===== config.mk =====
export PLATFORM = sky130hd
export DESIGN_NAME = pin_event_irq
export DESIGN_NICKNAME = d
export VERILOG_FILES = /design/src/rtl/pei_pkg.sv /design/src/rtl/pei_change_detect.sv /design/src/rtl/pei_event_status.sv /design/src/rtl/pei_mask_reg.sv /design/src/rtl/pei_bus_port.sv /design/src/rtl/pin_event_irq.sv
export SDC_FILE = /design/constraint.sdc
export NUM_CORES = 1
export LEC_CHECK = 0
export ABC_CLOCK_PERIOD_IN_PS = 1300
export CORE_MARGIN = 5
export CORE_UTILIZATION = 50
export DETAILED_ROUTE_END_ITERATION = 10
export DONT_BUFFER_PORTS = 1
export PLACE_DENSITY_LB_ADDON = 0.3
export SLEW_MARGIN = 5
export SYNTH_ARGS = -nofsm -noshare
export SYNTH_HDL_FRONTEND = slang
export SYNTH_SLANG_ARGS = --single-unit
export TNS_END_PERCENT = 1

===== constraint.sdc =====
create_clock -name clk -period 1.3 [get_ports clk]
set_clock_uncertainty 0.05 [all_clocks]
set_input_delay 0.26 -clock clk [delete_from_list [all_inputs] [get_ports clk]]
set_output_delay 0.26 -clock clk [all_outputs]
set_load 0.005 [all_outputs]

===== src/rtl/pei_pkg.sv =====
package pei_pkg;
  localparam int BUS_W = 32;
  typedef enum logic [1:0] {
    LOC_MASK_SET  = 2'd0,
    LOC_MASK_CLR  = 2'd1,
    LOC_MASK_VIEW = 2'd2,
    LOC_EVENTS    = 2'd3
  } loc_e;
endpackage


===== src/rtl/pei_change_detect.sv =====
module pei_change_detect #(
  parameter int N = 24
) (
  input  logic         clk,
  input  logic         rst,
  input  logic [N-1:0] pins_i,
  output logic [N-1:0] change_o
);
  logic [N-1:0] prev_q;

  // During reset the history follows the pins, so the first cycle is quiet.
  always_ff @(posedge clk) begin
    if (rst) prev_q <= pins_i;
    else     prev_q <= pins_i;
  end

  assign change_o = pins_i ^ prev_q;

  // first cycle after reset, stable pins give no change
  a_r8_quiet_start: assert property (@(posedge clk) disable iff (rst)
    ($past(rst) && $stable(pins_i)) |-> (change_o == '0));
endmodule


===== src/rtl/pei_event_status.sv =====
module pei_event_status #(
  parameter int N = 24
) (
  input  logic         clk,
  input  logic         rst,
  input  logic [N-1:0] change_i,
  input  logic         clear_i,
  output logic [N-1:0] status_o
);
  logic [N-1:0] status_q;
  logic [N-1:0] status_d;

  // New events win over the clear, so a collision loses nothing.
  always_comb begin
    status_d = clear_i ? '0 : status_q;
    status_d = status_d | change_i;
  end

  always_ff @(posedge clk) begin
    if (rst) status_q <= '0;
    else     status_q <= status_d;
  end

  assign status_o = status_q;

  // every changed line is flagged at the next edge
  a_r1_change_sets: assert property (@(posedge clk) disable iff (rst)
    (change_i != '0) |=> ((status_q & $past(change_i)) == $past(change_i)));
  // after a clear only coincident changes remain
  a_r6_clear_keeps_new: assert property (@(posedge clk) disable iff (rst)
    clear_i |=> (status_q == $past(change_i)));
  // without clear, bits never drop
  a_r1_sticky: assert property (@(posedge clk) disable iff (rst)
    !clear_i |=> ((status_q & $past(status_q)) == $past(status_q)));
endmodule


===== src/rtl/pei_mask_reg.sv =====
module pei_mask_reg #(
  parameter int N = 24
) (
  input  logic         clk,
  input  logic         rst,
  input  logic         set_we_i,
  input  logic         clr_we_i,
  input  logic [N-1:0] bits_i,
  output logic [N-1:0] mask_o
);
  logic [N-1:0] mask_q;

  always_ff @(posedge clk) begin
    if (rst)           mask_q <= '0;
    else if (set_we_i) mask_q <= mask_q | bits_i;
    else if (clr_we_i) mask_q <= mask_q & ~bits_i;
  end

  assign mask_o = mask_q;

  // set write turns on the selected bits and keeps the rest
  a_r2_mask_set: assert property (@(posedge clk) disable iff (rst)
    set_we_i |=> (mask_q == ($past(mask_q) | $past(bits_i))));
  // clear write turns off the selected bits and keeps the rest
  a_r3_mask_clr: assert property (@(posedge clk) disable iff (rst)
    (clr_we_i && !set_we_i) |=> ((mask_q & $past(bits_i)) == '0));
  a_r3_mask_hold: assert property (@(posedge clk) disable iff (rst)
    (!clr_we_i && !set_we_i) |=> $stable(mask_q));
endmodule


===== src/rtl/pei_bus_port.sv =====
module pei_bus_port
  import pei_pkg::*;
#(
  parameter int N = 24
) (
  input  logic             clk,
  input  logic             rst,
  input  logic             wr_en_i,
  input  logic             rd_en_i,
  input  logic [1:0]       addr_i,
  input  logic [BUS_W-1:0] wr_data_i,
  input  logic [N-1:0]     mask_i,
  input  logic [N-1:0]     status_i,
  output logic             set_we_o,
  output logic             clr_we_o,
  output logic [N-1:0]     bits_o,
  output logic             status_clr_o,
  output logic [BUS_W-1:0] rd_data_o,
  output logic             rd_valid_o
);
  loc_e             loc;
  logic [BUS_W-1:0] rd_mux;
  logic [BUS_W-1:0] rd_data_q;
  logic             rd_valid_q;

  assign loc          = loc_e'(addr_i);
  assign set_we_o     = wr_en_i && (loc == LOC_MASK_SET);
  assign clr_we_o     = wr_en_i && (loc == LOC_MASK_CLR);
  assign bits_o       = wr_data_i[N-1:0];
  assign status_clr_o = rd_en_i && (loc == LOC_EVENTS);

  // Upper bits stay zero: only N lines exist.
  always_comb begin
    rd_mux = '0;
    unique case (loc)
      LOC_MASK_VIEW: rd_mux[N-1:0] = mask_i;
      LOC_EVENTS:    rd_mux[N-1:0] = status_i;
      default:       rd_mux = '0;
    endcase
  end

  always_ff @(posedge clk) begin
    if (rst) begin
      rd_valid_q <= 1'b0;
      rd_data_q  <= '0;
    end else begin
      rd_valid_q <= rd_en_i;
      if (rd_en_i) rd_data_q <= rd_mux;
    end
  end

  assign rd_data_o  = rd_data_q;
  assign rd_valid_o = rd_valid_q;

  // response exactly one cycle after the request
  a_r10_resp_timing: assert property (@(posedge clk) disable iff (rst)
    rd_en_i |=> rd_valid_o);
  a_r10_no_spurious: assert property (@(posedge clk) disable iff (rst)
    !rd_en_i |=> !rd_valid_o);
  // event read returns the pre-clear value
  a_r5_read_old: assert property (@(posedge clk) disable iff (rst)
    status_clr_o |=> (rd_data_o[N-1:0] == $past(status_i)));

  generate
    if (N < BUS_W) begin : g_upper
      // unimplemented bits read as zero
      a_r7_upper_zero: assert property (@(posedge clk) disable iff (rst)
        rd_valid_o |-> (rd_data_o[BUS_W-1:N] == '0));
    end
  endgenerate
endmodule


===== src/rtl/pin_event_irq.sv =====
module pin_event_irq
  import pei_pkg::*;
#(
  parameter int NUM_LINES = 24
) (
  input  logic                 clk,
  input  logic                 rst,
  input  logic [NUM_LINES-1:0] pins_i,
  input  logic                 wr_en_i,
  input  logic                 rd_en_i,
  input  logic [1:0]           addr_i,
  input  logic [31:0]          wr_data_i,
  output logic [31:0]          rd_data_o,
  output logic                 rd_valid_o,
  output logic                 irq_o
);
  logic [NUM_LINES-1:0] change;
  logic [NUM_LINES-1:0] status;
  logic [NUM_LINES-1:0] mask;
  logic [NUM_LINES-1:0] bits;
  logic                 set_we;
  logic                 clr_we;
  logic                 status_clr;
  logic                 irq_q;

  pei_change_detect #(.N(NUM_LINES)) u_detect (
    .clk(clk), .rst(rst), .pins_i(pins_i), .change_o(change)
  );

  pei_event_status #(.N(NUM_LINES)) u_status (
    .clk(clk), .rst(rst), .change_i(change), .clear_i(status_clr),
    .status_o(status)
  );

  pei_mask_reg #(.N(NUM_LINES)) u_mask (
    .clk(clk), .rst(rst), .set_we_i(set_we), .clr_we_i(clr_we),
    .bits_i(bits), .mask_o(mask)
  );

  pei_bus_port #(.N(NUM_LINES)) u_bus (
    .clk(clk), .rst(rst), .wr_en_i(wr_en_i), .rd_en_i(rd_en_i),
    .addr_i(addr_i), .wr_data_i(wr_data_i), .mask_i(mask),
    .status_i(status), .set_we_o(set_we), .clr_we_o(clr_we),
    .bits_o(bits), .status_clr_o(status_clr), .rd_data_o(rd_data_o),
    .rd_valid_o(rd_valid_o)
  );

  always_ff @(posedge clk) begin
    if (rst) irq_q <= 1'b0;
    else     irq_q <= |(status & mask);
  end

  assign irq_o = irq_q;

  // request rises one cycle after an enabled event exists
  a_r4_irq_rise: assert property (@(posedge clk) disable iff (rst)
    (|(status & mask)) |=> irq_o);
  // request falls one cycle after no enabled event remains
  a_r4_irq_fall: assert property (@(posedge clk) disable iff (rst)
    !(|(status & mask)) |=> !irq_o);
endmodule


==> results of run 1 <==
## synth_stat cells (3+ instances only)
cell | number | area share (%)
a21oi_1 | 72 | 9.9
a22oi_1 | 12 | 2.5
a311oi_1 | 24 | 5.8
and2b_1 | 4 | 0.82
buf_2 | 8 | 1.1
buf_4 | 11 | 2.3
buf_6 | 7 | 2.2
clkbuf_1 | 8 | 0.82
dfxtp_1 | 98 | 54
mux2_2 | 6 | 1.9
nand2_1 | 18 | 1.9
nand4_1 | 3 | 0.52
nor2_1 | 30 | 3.1
nor2b_1 | 21 | 3.6
o21ai_0 | 6 | 0.82
o21ai_1 | 11 | 1.5
xor2_1 | 24 | 5.8
## cell families (layout without fill, tap and decap cells)
logic type / count (synthesis) / after routing / share of synthesized area [%]
other: 1 / 8 / 0.103
muxes: 6 / 6 / 1.86
xor gates and xnor gates: 24 / 24 / 5.77
and+or+nand+nor: 81 / 81 / 11.0
buffers and inverters: 35 / 47 / 6.46
AOI/OAI and AO/OA: 127 / 127 / 21.0
DFF: 98 / 98 / 53.9
## metal layers
layer,part of all wire (%),GRT usage [%]
met1,43,24.7
met2,48,30.7
met3,8.2,6.63
met4,1.5,6.85
met5,0,0
## through the flow
step	instance area (um2)	total power, mW	std cells	utilization [%]
floorplan	3670	3.71	379	-
detailed placement	3610	3.73	448	50.3
global placement	3610	3.71	448	50.3
global route	4160	6.70	490	58.0
finish	4160	6.43	490	58.0
CTS	4160	6.47	490	57.9
## critical path, cell delays in order, from the launching register on
cell and delay, ps:
dfxtp_1 340, a22oi_1 250, nand4_1 120, o31a_1 300
## final timing paths
kind	endpoint	from	slack, ps	cells past startpoint
max reg2reg	irq_o	u_status.status_o[6]	140	3
min	u_status.status_o[4]	rst	-80	1
min reg2reg	u_bus.rd_data_o[15]	flip-flop	410	2
max	irq_o	u_status.status_o[6]	140	3
## power groups by stage
stage / clock, mW / combinational, mW / sequential (mW)
after floorplan: 0 / 0.377 / 3.34
after global placement: 0 / 0.338 / 3.38
after detailed placement: 0 / 0.348 / 3.38
after CTS: 2.75 / 0.413 / 3.31
after global routing: 2.90 / 0.466 / 3.33
final: 2.71 / 0.410 / 3.31
## final cells by class
class | count | area share (%)
multi-input cells | 246 | 35.6
inverters | 1 | 0.0902
well taps | 99 | 2.98
flip-flops and latches | 98 | 47.2
clock inverters | 7 | 3.94
repair buffers | 30 | 7.28
clock buffers | 9 | 2.98
## timing repair
item,in CTS,in global routing
setup buffers,0,0
resized for setup,0,1
hold endpoints to repair,98,72
setup endpoints to repair,0,1
==> results.sh, run 1 <==
export IMPL_status="finished with violations"
export IMPL_failed_checks="negative hold slack"
export IMPL_synth_flop_cell="dfxtp_1"
export IMPL_cts_max_path_buffers=2
export IMPL_setup_tns_ps=0
export IMPL_finalNetCount=448
export IMPL_synth_seq_area_share_pct=53.9
export IMPL_critical_path_class="flip-flop to flip-flop"
export IMPL_area_growth_pct=14.3
export IMPL_drt_initial_drc_count=184
export IMPL_hold_violations=70
export IMPL_layout_drive_gt1_share_pct=7.42
export IMPL_p_comb_share_pct=6.4
export IMPL_p_leak_nw=1.56
export IMPL_initial_utilization_pct=50.7
export IMPL_track_usage_pct=19.4
export IMPL_dieArea_um2=9090
export IMPL_clock_latency_ps=360
export IMPL_die_h_um=95.3
export IMPL_wl_per_cell_um=17.3
export IMPL_cap_violations=0
export IMPL_antenna_found_initial=0
export IMPL_synth_edf_count=0
export IMPL_multi_input_area_um2=1480
export IMPL_synth_cell_types=26
export IMPL_rsz0062_at_grt="false"
export IMPL_timing_hold_ws_ps=-78.8
export IMPL_min_path_type="primary input to flip-flop"
export IMPL_p_sw_mw=1.36
export IMPL_fp_row_count=31
export IMPL_cts_num_sinks=98
export IMPL_drc=0
export IMPL_postSynthCellCount=372
export IMPL_port_buffers=0
export IMPL_place_gp_congestion=0.739
export IMPL_first_pass_iters=4
export IMPL_num_antenna_cells=0
export IMPL_core_area_um2=7180
export IMPL_grt_pass1_wl_um=13300
export IMPL_numCtsBuffers=9
export IMPL_grt_overflow=0
export IMPL_synth_yosys_warnings=0
export IMPL_p_sw_share_pct=21.1
export IMPL_powerDensity_nw_per_um2=1550
export IMPL_clk_pin_slew_ps=90
export IMPL_dp_slack_ps=133
export IMPL_tritoncts="done"
export IMPL_grt_pass1_vias=2539
export IMPL_seq_power_share_pct=51.5
export IMPL_fmax_mhz=864
export IMPL_synth_area_um2=3640
export IMPL_ios=96
export IMPL_end_kind="flip-flop"
export IMPL_irDropWorstVdd_v=0.000811
export IMPL_dp_hpwl_um=5290
export IMPL_die_x_um=95.3
export IMPL_clkPwrFrac_pct=42.2
export IMPL_cts_root_buffer="clkbuf_8"
export IMPL_hold_buffers=26
export IMPL_cts_max_level=3
export IMPL_layout_common_cells="dfxtp_1, a21oi_1, nor2_1"
export IMPL_grt_max_degree=76
export IMPL_p_int_mw=5.08
export IMPL_required_ps=1500
export IMPL_startpoint_type="flip-flop"
export IMPL_synthArstFlopShare_pct=0
export IMPL_antenna_left=0
export IMPL_arrival_ps=1360
export IMPL_fill_cells=627
export IMPL_syn_avg_cell_area_um2=9.79
export IMPL_min_period_over_period_pct=89.0
export IMPL_synth_seq_cells=98
export IMPL_num_vias=2686
export IMPL_fin_ws_ps=143
export IMPL_vias_per_cell=5.48
export IMPL_critPathMaxFanout=3
export IMPL_setup_viol=0
export IMPL_layout_area_seq_um2=1960
export IMPL_layout_commonest_cell="dfxtp_1"
export IMPL_timing_final_max_slew_violations=0
export IMPL_fin_crit_ps=1160
export IMPL_routed_wl_um=8500
Power figures use the tool's default switching activity.
==> inputs of run 2 (changes only) <==
--- a/config.mk
+++ b/config.mk
@@ -6,11 +6,12 @@
 export NUM_CORES = 1
 export LEC_CHECK = 0
 export ABC_CLOCK_PERIOD_IN_PS = 1300
-export CORE_MARGIN = 5
+export CORE_MARGIN = 2
 export CORE_UTILIZATION = 50
 export DETAILED_ROUTE_END_ITERATION = 10
 export DONT_BUFFER_PORTS = 1
-export PLACE_DENSITY_LB_ADDON = 0.3
+export PLACE_DENSITY = 0.68
+export RECOVER_POWER = 25
 export SLEW_MARGIN = 5
 export SYNTH_ARGS = -nofsm -noshare
 export SYNTH_HDL_FRONTEND = slang
==> run 2 against run 1 <==
  * Cell area shrank 1.8%
  * Critical path depth is the same
  * Fmax shrank 1.5%
  * Largest power group unchanged
  * The flow still finishes with violations (negative hold slack)
  * Total power shrank 13%
  * Non-clock buffer count grew 2
  * Flip-flop and latch count is the same
  * Clock power shrank 32%
  * Highest routed layer unchanged
  * Largest cell class unchanged
  * Cell count grew 0.41%
  * First-iteration DRC count shrank 20%
  * Routed wire length shrank 4.0%
  * Critical path type unchanged
  * Core utilization shrank 0.75 points
==> results.sh, run 2 (same netlist as run 1, synthesis figures left out) <==
export IMPL_min_path_type="primary input to flip-flop"
export IMPL_layout_common_cells="dfxtp_1, a21oi_1, nor2_1"
export IMPL_powerDensity_nw_per_um2=1360
export IMPL_irDropWorstVdd_v=0.000704
export IMPL_hold_buffers=26
export IMPL_critical_path_class="flip-flop to flip-flop"
export IMPL_drt_initial_drc_count=147
export IMPL_numCtsBuffers=9
export IMPL_required_ps=1500
export IMPL_post_cts_buffers=0
export IMPL_layout_commonest_cell="dfxtp_1"
export IMPL_first_pass_iters=4
export IMPL_tritoncts="done"
export IMPL_fmax_mhz=851
export IMPL_track_usage_pct=21.0
export IMPL_clock_latency_ps=350
export IMPL_antenna_found_initial=0
export IMPL_cts_max_level=3
export IMPL_failed_checks="negative hold slack"
export IMPL_min_period_over_period_pct=90.4
export IMPL_grt_pass1_wl_um=12800
export IMPL_area_growth_pct=12.2
export IMPL_fin_crit_ps=1170
export IMPL_dp_slack_ps=-92.7
export IMPL_fin_ws_ps=125
export IMPL_port_buffers=0
export IMPL_grt_overflow=0
export IMPL_grt_max_degree=76
export IMPL_clk_pin_slew_ps=100
export IMPL_multi_input_area_um2=1480
export IMPL_end_kind="flip-flop"
export IMPL_status="finished with violations"
export IMPL_dp_hpwl_um=5260
export IMPL_die_h_um=89.3
export IMPL_layout_area_seq_um2=1960
export IMPL_startpoint_type="flip-flop"
export IMPL_initial_utilization_pct=51.0
export IMPL_dieArea_um2=7980
export IMPL_grt_pass1_vias=2569
export IMPL_finalPower_mw=5.57
export IMPL_place_gp_congestion=0.762
export IMPL_cts_num_sinks=98
export IMPL_cts_max_path_buffers=2
export IMPL_fill_cells=675
export IMPL_cap_violations=0
export IMPL_hold_violations=66
export IMPL_timing_final_max_slew_violations=0
export IMPL_setup_viol=0
export IMPL_ios=96
export IMPL_finalNetCount=450
export IMPL_routed_wl_um=8160
export IMPL_p_leak_nw=1.52
export IMPL_arrival_ps=1380
export IMPL_max_slew_margin_rel_pct=48.8
export IMPL_fp_row_count=31
export IMPL_cts_root_buffer="clkbuf_8"
export IMPL_max_slew_worst_pin_slew_ps=768
export IMPL_antenna_left=0
export IMPL_num_vias=2664
export IMPL_drc=0
export IMPL_timing_hold_ws_ps=-71.6
export IMPL_critPathMaxFanout=3
export IMPL_post_cts_resized=0
export IMPL_die_x_um=89.3
export IMPL_core_area_um2=7140
export IMPL_wl_per_cell_um=16.6
export IMPL_num_antenna_cells=0
export IMPL_layout_drive_gt1_share_pct=7.63
export IMPL_vias_per_cell=5.41
export IMPL_rsz0062_at_grt="false"
## run 2: cell types whose count changed in the layout (fill, tap and decap cells not counted)
cell,change
a22oi_1,+1
buf_12,+1
bufinv_16,-5
buf_4,+1
a22oi_2,-1
clkinvlp_4,+2
clkinv_4,+1
clkbuf_8,+2
## run 2: path summary, 6_finish.rpt
kind,startpoint,end,slack (ps),cells past startpoint
max reg2reg,flip-flop,irq_o,130,3
min reg2reg,flip-flop,u_bus.rd_data_o[15],420,2
max,flip-flop,irq_o,130,3
min,rst,u_status.status_o[4],-70,1
## run 2: per-layer routing
| layer | vias up | GRT usage (%) | wire [um] |
|---|---|---|---|
| li1 | 1323 | - | - |
| met3 | 4 | 6.83 | 644 |
| met5 | - | 0 | 0 |
| met2 | 84 | 33.6 | 3920 |
| met1 | 1253 | 27.0 | 3540 |
| met4 | 0 | 6.92 | 62 |
## run 2: area by class of cell
| type | instances | share of cell area [%] |
|---|---|---|
| Multi-Input combinational cell | 246 | 36.1 |
| Clock buffer | 11 | 3.71 |
| Clock inverter | 5 | 0.919 |
| Inverter | 1 | 0.0919 |
| Tap cell | 99 | 3.03 |
| Timing Repair Buffer | 32 | 8.09 |
| Sequential cell | 98 | 48.0 |
## run 2: power by group
part | internal [mW] | leakage [nW] | switching (mW)
Clock | 0.808 | 0.0919 | 1.03
Sequential | 3.18 | 0.811 | 0.130
Combinational | 0.235 | 0.621 | 0.182
## run 2: worst max-delay path: stages, from the launching register on
cell and delay [ps]:
dfxtp_1 350, a22oi_1 240, nand4_1 120, o31a_1 310
## run 2: through the flow
stage	util [%]	setup TNS, ps	area (um2)	std cells
detailed placement	50.9	-557	3630	450
CTS	57.2	0	4080	492
global route	57.2	0	4080	492
global placement	50.9	-96.6	3630	450
floorplan	-	0	3670	379
finish	57.2	0	4080	492
==> inputs of run 3 (changes only) <==
==> constraint.sdc (replaced) <==
create_clock -name clk -period 1.3 [get_ports clk]
set_clock_uncertainty 0.05 [all_clocks]
set_input_delay 0.195 -clock clk [delete_from_list [all_inputs] [get_ports clk]]
set_output_delay 0.195 -clock clk [all_outputs]
set_load 0.005 [all_outputs]
==> run 3 against run 2 <==
  * Clock power rose by 4%
  * The flow still finishes with violations (negative hold slack)
  * Sequential power barely moved
  * Via count rose by 0.41%
  * Critical path depth did not move
  * Highest routed layer unchanged
  * Total power rose by 1.0%
  * Clock-buffer cell count fell by 1
  * Routed wire length fell by 0.12%
  * Non-clock buffer count fell by 2
  * Core utilization fell by 0.30 points
==> results.sh, run 3 (same netlist as run 1, synthesis figures left out) <==
export IMPL_vias_per_cell=5.46
export IMPL_post_cts_buffers=0
export IMPL_required_ps=1500
export IMPL_dp_slack_ps=7.38
export IMPL_core_area_um2=7140
export IMPL_num_vias=2675
export IMPL_antenna_left=0
export IMPL_cap_violations=0
export IMPL_finalPower_mw=5.63
export IMPL_grt_pass1_vias=2548
export IMPL_min_period_over_period_pct=90.1
export IMPL_arrival_ps=1370
export IMPL_status="finished with violations"
export IMPL_die_x_um=89.3
export IMPL_p_leak_nw=1.51
export IMPL_initial_utilization_pct=51.0
export IMPL_first_pass_iters=4
export IMPL_rsz0062_at_grt="false"
export IMPL_finalNetCount=448
export IMPL_final_cell_area_um2=4060
export IMPL_hold_end="u_status.status_o[4]"
export IMPL_setup_tns_ps=0
export IMPL_rr_worst_depth=3
export IMPL_clock_latency_ps=350
export IMPL_drt_initial_drc_count=155
export IMPL_grt_pass1_wl_um=12600
export IMPL_clk_pin_slew_ps=90
export IMPL_hold_violations=72
export IMPL_layout_common_cells="dfxtp_1, a21oi_1, nor2_1"
export IMPL_reg2reg_to="irq_o"
export IMPL_end_kind="flip-flop"
export IMPL_r2r_setup_slack_ps=130
export IMPL_cts_max_level=3
export IMPL_layout_drive_gt1_share_pct=6.91
export IMPL_fp_row_count=31
export IMPL_setup_viol=0
export IMPL_cts_num_sinks=98
export IMPL_numCtsBuffers=9
export IMPL_cts_max_path_buffers=2
export IMPL_max_slew_margin_rel_pct=46.9
export IMPL_hold_start="rst"
export IMPL_antenna_found_initial=0
export IMPL_irDropWorstVdd_v=0.000980
export IMPL_post_cts_resized=0
export IMPL_grt_max_degree=76
export IMPL_track_usage_pct=21.0
export IMPL_cts_root_buffer="clkbuf_8"
export IMPL_fin_crit_ps=1170
export IMPL_die_h_um=89.3
export IMPL_dp_hpwl_um=5200
export IMPL_timing_hold_ws_ps=-135
export IMPL_fill_cells=662
export IMPL_area_growth_pct=11.6
export IMPL_layout_area_seq_um2=1960
export IMPL_routed_wl_um=8150
export IMPL_powerDensity_nw_per_um2=1380
export IMPL_failed_checks="negative hold slack"
export IMPL_grt_overflow=0
export IMPL_layout_commonest_cell="dfxtp_1"
export IMPL_critical_path_class="flip-flop to flip-flop"
export IMPL_num_antenna_cells=0
export IMPL_critPathMaxFanout=3
export IMPL_fmax_mhz=854
export IMPL_fin_ws_ps=129
export IMPL_ios=96
export IMPL_dieArea_um2=7980
export IMPL_startpoint_type="flip-flop"
export IMPL_place_gp_congestion=0.727
export IMPL_min_path_cells=1
export IMPL_max_slew_worst_pin_slew_ps=796
export IMPL_reg2reg_from="u_status.status_o[6]"
export IMPL_dpl_cell_area_um2=3610
export IMPL_min_path_type="primary input to flip-flop"
export IMPL_timing_final_max_slew_violations=0
export IMPL_drc=0
export IMPL_multi_input_area_um2=1480
export IMPL_wl_per_cell_um=16.6
export IMPL_hold_buffers=26
export IMPL_tritoncts="done"
export IMPL_port_buffers=0
[run 3: worst max-delay path by stage]
| stage | startpoint | end | slack, ps | depth (start not counted) |
|---|---|---|---|---|
| floorplan | rd_en_i | u_bus.rd_data_o[17] | 240 | 6 |
| global placement | addr_i[0] | u_bus.rd_data_o[23] | 30 | 3 |
| detailed placement | addr_i[0] | u_bus.rd_data_o[17] | 7 | 3 |
| CTS | u_status.status_o[6] | irq_o | 140 | 3 |
| global route | u_status.status_o[8] | irq_o | 40 | 3 |
| finish | u_status.status_o[6] | irq_o | 130 | 3 |
[run 3: metrics by stage]
step / utilization (%) / std cells
after detailed placement: 50.5 / 448
after CTS: 56.9 / 490
final: 56.9 / 490
after global routing: 56.9 / 490
after floorplan: - / 379
after global placement: 50.5 / 448
[run 3: power breakdown]
part / internal [mW] / total, mW / switching, mW
sequential: 3.18 / 3.31 / 0.132
combinational: 0.228 / 0.408 / 0.180
clock: 0.893 / 1.91 / 1.01
total: 4.30 / 5.63 / 1.33
[run 3: area by class of cell]
class / count / area share (%)
clock inverters: 6 / 1.66
clock buffers: 10 / 3.14
flip-flops and latches: 98 / 48.3
repair buffers: 30 / 7.45
inverters: 1 / 0.0924
multi-input cells: 246 / 36.3
well taps: 99 / 3.05
[run 3: routing by layer]
layer	vias up	GRT usage (%)	part of all wire (%)
li1	1321	-	-
met1	1279	27.0	43
met2	71	33.5	49
met3	4	8.49	7.8
met4	0	4.88	0.72
met5	-	0	0
[run 3: critical path: stages, from the launching register on]
cell and delay, ps:
dfxtp_1 340, a22oi_1 260, nand4_1 130, o31a_1 300
